===== src/rtl/bdas_pkg.sv =====
package bdas_pkg;
  localparam int BURST_BYTES = 16;

  typedef enum logic [2:0] {
    SEL_PTR    = 3'd0,
    SEL_CNT    = 3'd1,
    SEL_STRIDE = 3'd2,
    SEL_LINE   = 3'd3,
    SEL_MODE   = 3'd4
  } reg_sel_e;

  localparam int MODE_ARM_BIT   = 0;
  localparam int MODE_ILACE_BIT = 1;
  localparam int MODE_USED_BITS = 2;
endpackage


===== src/rtl/bdas_cfg.sv =====
module bdas_cfg
  import bdas_pkg::*;
#(
  parameter int DW = 32
) (
  input  logic          clk,
  input  logic          rst_n,
  input  logic          wr_ok,
  input  logic [2:0]    wr_sel,
  input  logic [DW-1:0] wr_data,
  input  logic          clr_arm,
  output logic [DW-1:0] stride,
  output logic [DW-1:0] line_len,
  output logic          arm,
  output logic          ilace
);
  always_ff @(posedge clk or negedge rst_n) begin
    if (!rst_n) begin
      stride   <= '0;
      line_len <= '0;
      arm      <= 1'b0;
      ilace    <= 1'b0;
    end else begin
      if (wr_ok && wr_sel == SEL_STRIDE) stride <= wr_data;
      if (wr_ok && wr_sel == SEL_LINE) line_len <= wr_data;
      if (wr_ok && wr_sel == SEL_MODE) begin
        arm   <= wr_data[MODE_ARM_BIT];
        ilace <= wr_data[MODE_ILACE_BIT];
      end else if (clr_arm) begin
        arm <= 1'b0;
      end
    end
  end
endmodule


===== src/rtl/bdas_ptr.sv =====
module bdas_ptr #(
  parameter int AW    = 32,
  parameter int BURST = 16
) (
  input  logic          clk,
  input  logic          rst_n,
  input  logic          load,
  input  logic [AW-1:0] load_val,
  input  logic          restart,
  input  logic          step,
  input  logic          ilace,
  input  logic [AW-1:0] line_len,
  input  logic [AW-1:0] stride,
  output logic [AW-1:0] addr,
  output logic          line_wrap
);
  localparam logic [AW-1:0] STEP = AW'(BURST);

  logic [AW-1:0] line_base;
  logic [AW-1:0] offset;

  function automatic logic f_at_line_end(input logic [AW-1:0] off,
                                         input logic [AW-1:0] len);
    return (off + STEP) == len;
  endfunction

  function automatic logic [AW-1:0] f_next_line(input logic [AW-1:0] base,
                                                input logic [AW-1:0] strd);
    return base + strd;
  endfunction

  assign line_wrap = ilace && f_at_line_end(offset, line_len);

  always_ff @(posedge clk or negedge rst_n) begin
    if (!rst_n) begin
      addr      <= '0;
      line_base <= '0;
      offset    <= '0;
    end else if (load) begin
      addr      <= load_val;
      line_base <= load_val;
      offset    <= '0;
    end else if (restart) begin
      line_base <= addr;
      offset    <= '0;
    end else if (step) begin
      if (line_wrap) begin
        addr      <= f_next_line(line_base, stride);
        line_base <= f_next_line(line_base, stride);
        offset    <= '0;
      end else begin
        addr   <= addr + STEP;
        offset <= offset + STEP;
      end
    end
  end
endmodule


===== src/rtl/bdas_cnt.sv =====
module bdas_cnt #(
  parameter int CW    = 32,
  parameter int BURST = 16
) (
  input  logic          clk,
  input  logic          rst_n,
  input  logic          load,
  input  logic [CW-1:0] load_val,
  input  logic          step,
  output logic [CW-1:0] count,
  output logic          is_last
);
  localparam logic [CW-1:0] STEP = CW'(BURST);

  assign is_last = (count == STEP);

  always_ff @(posedge clk or negedge rst_n) begin
    if (!rst_n)    count <= '0;
    else if (load) count <= load_val;
    else if (step) count <= count - STEP;
  end
endmodule


===== src/rtl/bdas_ctrl.sv =====
module bdas_ctrl
  import bdas_pkg::*;
#(
  parameter int DW    = 32,
  parameter int BURST = 16
) (
  input  logic          clk,
  input  logic          rst_n,
  input  logic          start,
  input  logic          ack,
  input  logic          wr_en,
  input  logic [2:0]    wr_sel,
  input  logic [DW-1:0] wr_data,
  input  logic          arm,
  input  logic          ilace,
  input  logic [DW-1:0] addr,
  input  logic [DW-1:0] count,
  input  logic [DW-1:0] line_len,
  input  logic          cnt_last,
  output logic          active,
  output logic          done,
  output logic          err,
  output logic          start_accept,
  output logic          fire,
  output logic          fire_last,
  output logic          wr_ok
);
  localparam int LSB_BITS = $clog2(BURST);

  logic start_refuse;
  logic mode_bad;
  logic wr_reject;

  function automatic logic f_aligned(input logic [DW-1:0] v);
    return v[LSB_BITS-1:0] == '0;
  endfunction

  function automatic logic f_start_ok(input logic a, input logic il,
                                      input logic [DW-1:0] p,
                                      input logic [DW-1:0] c,
                                      input logic [DW-1:0] l);
    return a && f_aligned(p) && f_aligned(c) && (c != '0) &&
           (!il || (f_aligned(l) && (l != '0)));
  endfunction

  assign mode_bad     = (wr_sel == SEL_MODE) && (|wr_data[DW-1:MODE_USED_BITS]);
  assign wr_ok        = wr_en && !active && !mode_bad;
  assign wr_reject    = wr_en && (active || mode_bad);
  assign start_accept = start && !active && f_start_ok(arm, ilace, addr, count, line_len);
  assign start_refuse = start && !active && !f_start_ok(arm, ilace, addr, count, line_len);
  assign fire         = active && ack;
  assign fire_last    = fire && cnt_last;

  always_ff @(posedge clk or negedge rst_n) begin
    if (!rst_n) begin
      active <= 1'b0;
      done   <= 1'b0;
      err    <= 1'b0;
    end else begin
      if (start_accept)   active <= 1'b1;
      else if (fire_last) active <= 1'b0;
      done <= fire_last;
      if (wr_reject || start_refuse) err <= 1'b1;
    end
  end
endmodule


===== src/rtl/burst_dma_addr_seq.sv =====
module burst_dma_addr_seq
  import bdas_pkg::*;
#(
  parameter int DW    = 32,
  parameter int BURST = BURST_BYTES
) (
  input  logic          clk,
  input  logic          rst_n,
  input  logic          wr_en,
  input  logic [2:0]    wr_sel,
  input  logic [DW-1:0] wr_data,
  input  logic          start,
  input  logic          burst_ack,
  output logic          burst_req,
  output logic [DW-1:0] burst_addr,
  output logic [DW-1:0] bytes_left,
  output logic          done,
  output logic          err
);
  logic          wr_ok;
  logic          start_accept;
  logic          fire;
  logic          fire_last;
  logic          line_wrap;
  logic          cnt_last;
  logic          arm;
  logic          ilace;
  logic          active;
  logic [DW-1:0] stride;
  logic [DW-1:0] line_len;
  logic          ptr_load;
  logic          cnt_load;

  assign ptr_load  = wr_ok && (wr_sel == SEL_PTR);
  assign cnt_load  = wr_ok && (wr_sel == SEL_CNT);
  assign burst_req = active;

  bdas_cfg #(.DW(DW)) u_cfg (
    .clk(clk), .rst_n(rst_n), .wr_ok(wr_ok), .wr_sel(wr_sel), .wr_data(wr_data),
    .clr_arm(fire_last), .stride(stride), .line_len(line_len), .arm(arm), .ilace(ilace)
  );

  bdas_ptr #(.AW(DW), .BURST(BURST)) u_ptr (
    .clk(clk), .rst_n(rst_n), .load(ptr_load), .load_val(wr_data),
    .restart(start_accept), .step(fire), .ilace(ilace), .line_len(line_len),
    .stride(stride), .addr(burst_addr), .line_wrap(line_wrap)
  );

  bdas_cnt #(.CW(DW), .BURST(BURST)) u_cnt (
    .clk(clk), .rst_n(rst_n), .load(cnt_load), .load_val(wr_data),
    .step(fire), .count(bytes_left), .is_last(cnt_last)
  );

  bdas_ctrl #(.DW(DW), .BURST(BURST)) u_ctrl (
    .clk(clk), .rst_n(rst_n), .start(start), .ack(burst_ack), .wr_en(wr_en),
    .wr_sel(wr_sel), .wr_data(wr_data), .arm(arm), .ilace(ilace),
    .addr(burst_addr), .count(bytes_left), .line_len(line_len), .cnt_last(cnt_last),
    .active(active), .done(done), .err(err), .start_accept(start_accept),
    .fire(fire), .fire_last(fire_last), .wr_ok(wr_ok)
  );
endmodule


===== config.mk =====
export PLATFORM = sky130hd
export DESIGN_NAME = burst_dma_addr_seq
export DESIGN_NICKNAME = d
export VERILOG_FILES = /design/src/rtl/bdas_pkg.sv /design/src/rtl/bdas_cfg.sv /design/src/rtl/bdas_ptr.sv /design/src/rtl/bdas_cnt.sv /design/src/rtl/bdas_ctrl.sv /design/src/rtl/burst_dma_addr_seq.sv
export SDC_FILE = /design/constraint.sdc
export NUM_CORES = 1
export LEC_CHECK = 0
export ABC_AREA = 1
export ABC_CLOCK_PERIOD_IN_PS = 2850
export BUFFER_PORTS_ARGS = -buffer_cell sky130_fd_sc_hd__buf_2
export CAP_MARGIN = 15
export CORE_UTILIZATION = 50
export DETAILED_ROUTE_END_ITERATION = 10
export PLACE_DENSITY = 0.75
export SETUP_SLACK_MARGIN = 0.05
export SYNTH_ARGS = -nofsm -noshare
export SYNTH_HDL_FRONTEND = slang
export SYNTH_SLANG_ARGS = --single-unit

===== constraint.sdc =====
create_clock -name clk -period 2.85 [get_ports clk]
set_input_delay 0.7125 -clock clk [delete_from_list [all_inputs] [get_ports clk]]
set_output_delay 0.7125 -clock clk [all_outputs]
set_load 0.005 [all_outputs]

==> key figures <==
Outcome
  – Status: finished with violations
  – Violated checks: DRC

Die
  – Io pins: 107
  – Die Width: 166 um
  – Initial Util: 51.3%
  – Height of the die: 166 um
  – Core area: 26200 um2
  – Die footprint: 27500 um2
  – Std cell rows: 59

Global route
  – Global routing usage on met3: 7.03%
  – Grt total ovfl: 0
  – M2 GR Usage: 54.3%
  – Grt met1 use: 48.6%
  – First-pass GRT wire length: 75600 um
  – Initial antenna violation count: 1
  – Gr usage total: 35.1%
  – Vias in the first global route: 13900
  – Largest net degree at the start of global routing: 60
  – Global routing's busiest layer: met2

Power and ir drop
  – Pwr dens: 637 nW/um2
  – Leakage: 8.26 nW
  – Worst vdd ir: 0.518 mV

CTS
  – CTS Hold Buffers Added: 0
  – Clk root buf: clkbuf_16
  – Clock slew at reported path FFs: 80 ps
  – CTS Sinks: 193
  – CTS tree: done
  – Clk buf depth: 2
  – TritonCTS buffer count: 17
  – Later-pin clock latency in the skew report: 450 ps
  – H-tree depth: 4

Setup path
  – CP arrival: 3050 ps
  – Worst EP required: 3180 ps
  – Crit start category: flip-flop
  – CP Capture Type: flip-flop
  – Crit Path Category: flip-flop to flip-flop
  – Worst-path fanout max: 14

Logic synthesis
  – Synthesized flop and latch total: 193
  – Syn_area_per_cell: 6.73 um2
  – Yosys cell types: 43
  – Syn Inst Count: 1998
  – Sequential element share of the synthesized area: 35.9%
  – Synthesized net count: 2074
  – Synth Warn #: 0
  – Mapped cell area: 13400 um2

Final layout
  – Layout cell share with drive strength beyond 1: 15.7%
  – Commonest non-fill, non-tap cell in the layout: nand2_1
  – Antenna diode count: 0
  – Post-layout nets: 2267
  – Fillers: 2429
  – Syn-to-layout area delta: 20.7%
  – Area of the multi-input gates: 7760 um2
  – FF+latch area: 4830 um2
  – Share of the core filled with cells: 61.9%
  – Most frequent cells in the layout: 631 x nand2_1, 207 x inv_1, 195 x nand3_1

Route
  – WL final: 48500 um
  – Drt drc: 8
  – Drt first-iter violations: 1730
  – Post-route ant nets: 0
  – DR vias/cell: 5.84
  – Routed wire per std cell: 19.1 um
  – 1st-pass router iterations: 10
  – DR vias: 14800

STA
  – Slew Viols, Final: 0
  – Fin crit period: 2710 ps
  – Fin Clk Skew: 17.6 ps
  – Final Hold Viols: 0
  – Setup Viol. Count Final: 0
  – Slew @ Worst Pin: 512 ps
  – Fmax: 368 MHz
  – Final period utilization: 95.3%
  – Setup TNS: 0 ps
  – Slew headroom: 65.6%

Placed design
  – Dpl hpwl: 36700 um
  – Port bufs: 106
  – Routability congestion estimate: 0.970

Flow run
  – Max-Cap Viols: 0

Worst hold path
  – Worst min path class: input pin to asynchronous set/reset pin
## cell usage after synthesis, drive strengths merged
| cell | instances | area (um2) |
|---|---|---|
| o21a | 3 | 22.5 |
| a21oi | 71 | 355 |
| buf | 30 | 163 |
| fa | 1 | 20.0 |
| or2 | 7 | 43.8 |
| o311ai | 1 | 8.76 |
| a21o | 3 | 22.5 |
| and2 | 2 | 12.5 |
| nand3b | 11 | 82.6 |
| clkbuf | 34 | 128 |
| o211ai | 23 | 173 |
| nor4 | 13 | 81.3 |
| o221ai | 12 | 105 |
| nand3 | 206 | 1070 |
| dfrtp | 193 | 4830 |
| xnor3 | 2 | 45.0 |
| nor2 | 198 | 818 |
| a31oi | 2 | 12.5 |
| nor3 | 29 | 145 |
| clkinv | 2 | 7.51 |
| nand2 | 647 | 2440 |
| ha | 35 | 438 |
| xnor2 | 20 | 175 |
| o41ai | 1 | 8.76 |
| o21bai | 4 | 30.0 |
| inv | 211 | 792 |
| a21boi | 2 | 15.0 |
| o21ai | 138 | 691 |
| a211o | 1 | 8.76 |
| xor2 | 38 | 333 |
| nand4 | 58 | 363 |
## registers in the layout, summed over array words and instances (netlist names)
register,flops
u_cnt.count,32
u_ctrl.err,1
u_cfg.ilace,1
u_cfg.arm,1
u_ptr.offset,28
u_ptr.line_base,32
u_ctrl.active,1
u_ptr.addr,32
u_cfg.stride,32
u_cfg.line_len,32
u_ctrl.done,1
## through the flow
step           hold WS [ps]  total power [mW]  cells  instance area, um2  worst slack, ps
6_report                210              10.3   2539               16200              135
5_1_grt                 236              10.9   2539               16200            -12.3
4_1_cts                 236              10.1   2521               15800              103
3_5_place_dp            466              7.54   2489               15200             -304
3_3_place_gp            460              7.48   2489               15200             -293
2_1_floorplan           417              5.98   1998               13400              417
## cell type report
class,count,area share [%]
Timing Repair inverter,1,0.0463
Clock inverter,14,1.16
Sequential cell,193,29.8
Multi-Input combinational cell,1528,47.8
Tap cell,335,2.58
Timing Repair Buffer,237,11.0
Clock buffer,18,2.65
Inverter,213,4.97
## path summary, 6_finish.rpt
| check | startpoint | depth (start not counted) | endpoint | slack (ps) |
|---|---|---|---|---|
| setup reg to reg | u_ptr.offset[5] | 17 | u_ptr.line_base[20] | 140 |
| hold / removal | rst_n | 1 | u_ptr.offset[4] | 210 |
| hold reg to reg | u_ptr.line_base[10] | 2 | u_ptr.line_base[10] | 480 |
| max in group asynchronous | rst_n | 2 | u_cfg.line_len[28] | 1800 |
| min in group clk | u_ptr.line_base[10] | 2 | u_ptr.line_base[10] | 480 |
| setup / recovery | u_ptr.offset[5] | 17 | u_ptr.line_base[20] | 140 |
## kinds of logic (layout without fill, tap and decap cells)
kind of cell | count (synthesis) | in the layout | share of synthesized area, %
adders and majority gates | 36 | 36 | 3.41
xor gates and xnor gates | 60 | 60 | 4.12
and+or+nand+nor | 1171 | 1171 | 37.6
AOI/OAI and AO/OA | 261 | 261 | 10.8
DFF | 193 | 193 | 35.9
buffers and inverters | 277 | 483 | 8.11
## repair_timing
item / in CTS / in global routing
resized for setup: 0 / 71
buffers inserted: 0 / 15
endpoints found under the setup margin: 0 / 157
## worst max-delay path, stage by stage, from the launching register on
cell and delay [ps]:
dfrtp_1 370, ha_2 210, nand2_2 80, nor2_4 180, nand2_4 110, nor2_4 220
nand2_1 130, nand3_2 110, nand2_1 70, nor2_1 100, nand3_1 130, nor2_4 170
nand3_4 140, nand3_4 170, nand2_8 100, buf_12 170, nand2_1 70, nand2_1 50
## metal layers
layer / vias to the layer above / share of wire (%)
li1: 6933 / -
met2: 803 / 44
met5: - / 0
met4: 0 / 3.8
met1: 6979 / 42
met3: 116 / 9.8
## where the power goes
part           switching [mW]  leakage (nW)  internal (mW)
Clock                    1.26         0.300           1.35
Sequential              0.671          2.46           3.25
Combinational            2.38          5.50           1.44
Total                    4.31          8.26           6.03
Note: power is estimated with default switching activity, not from simulation.
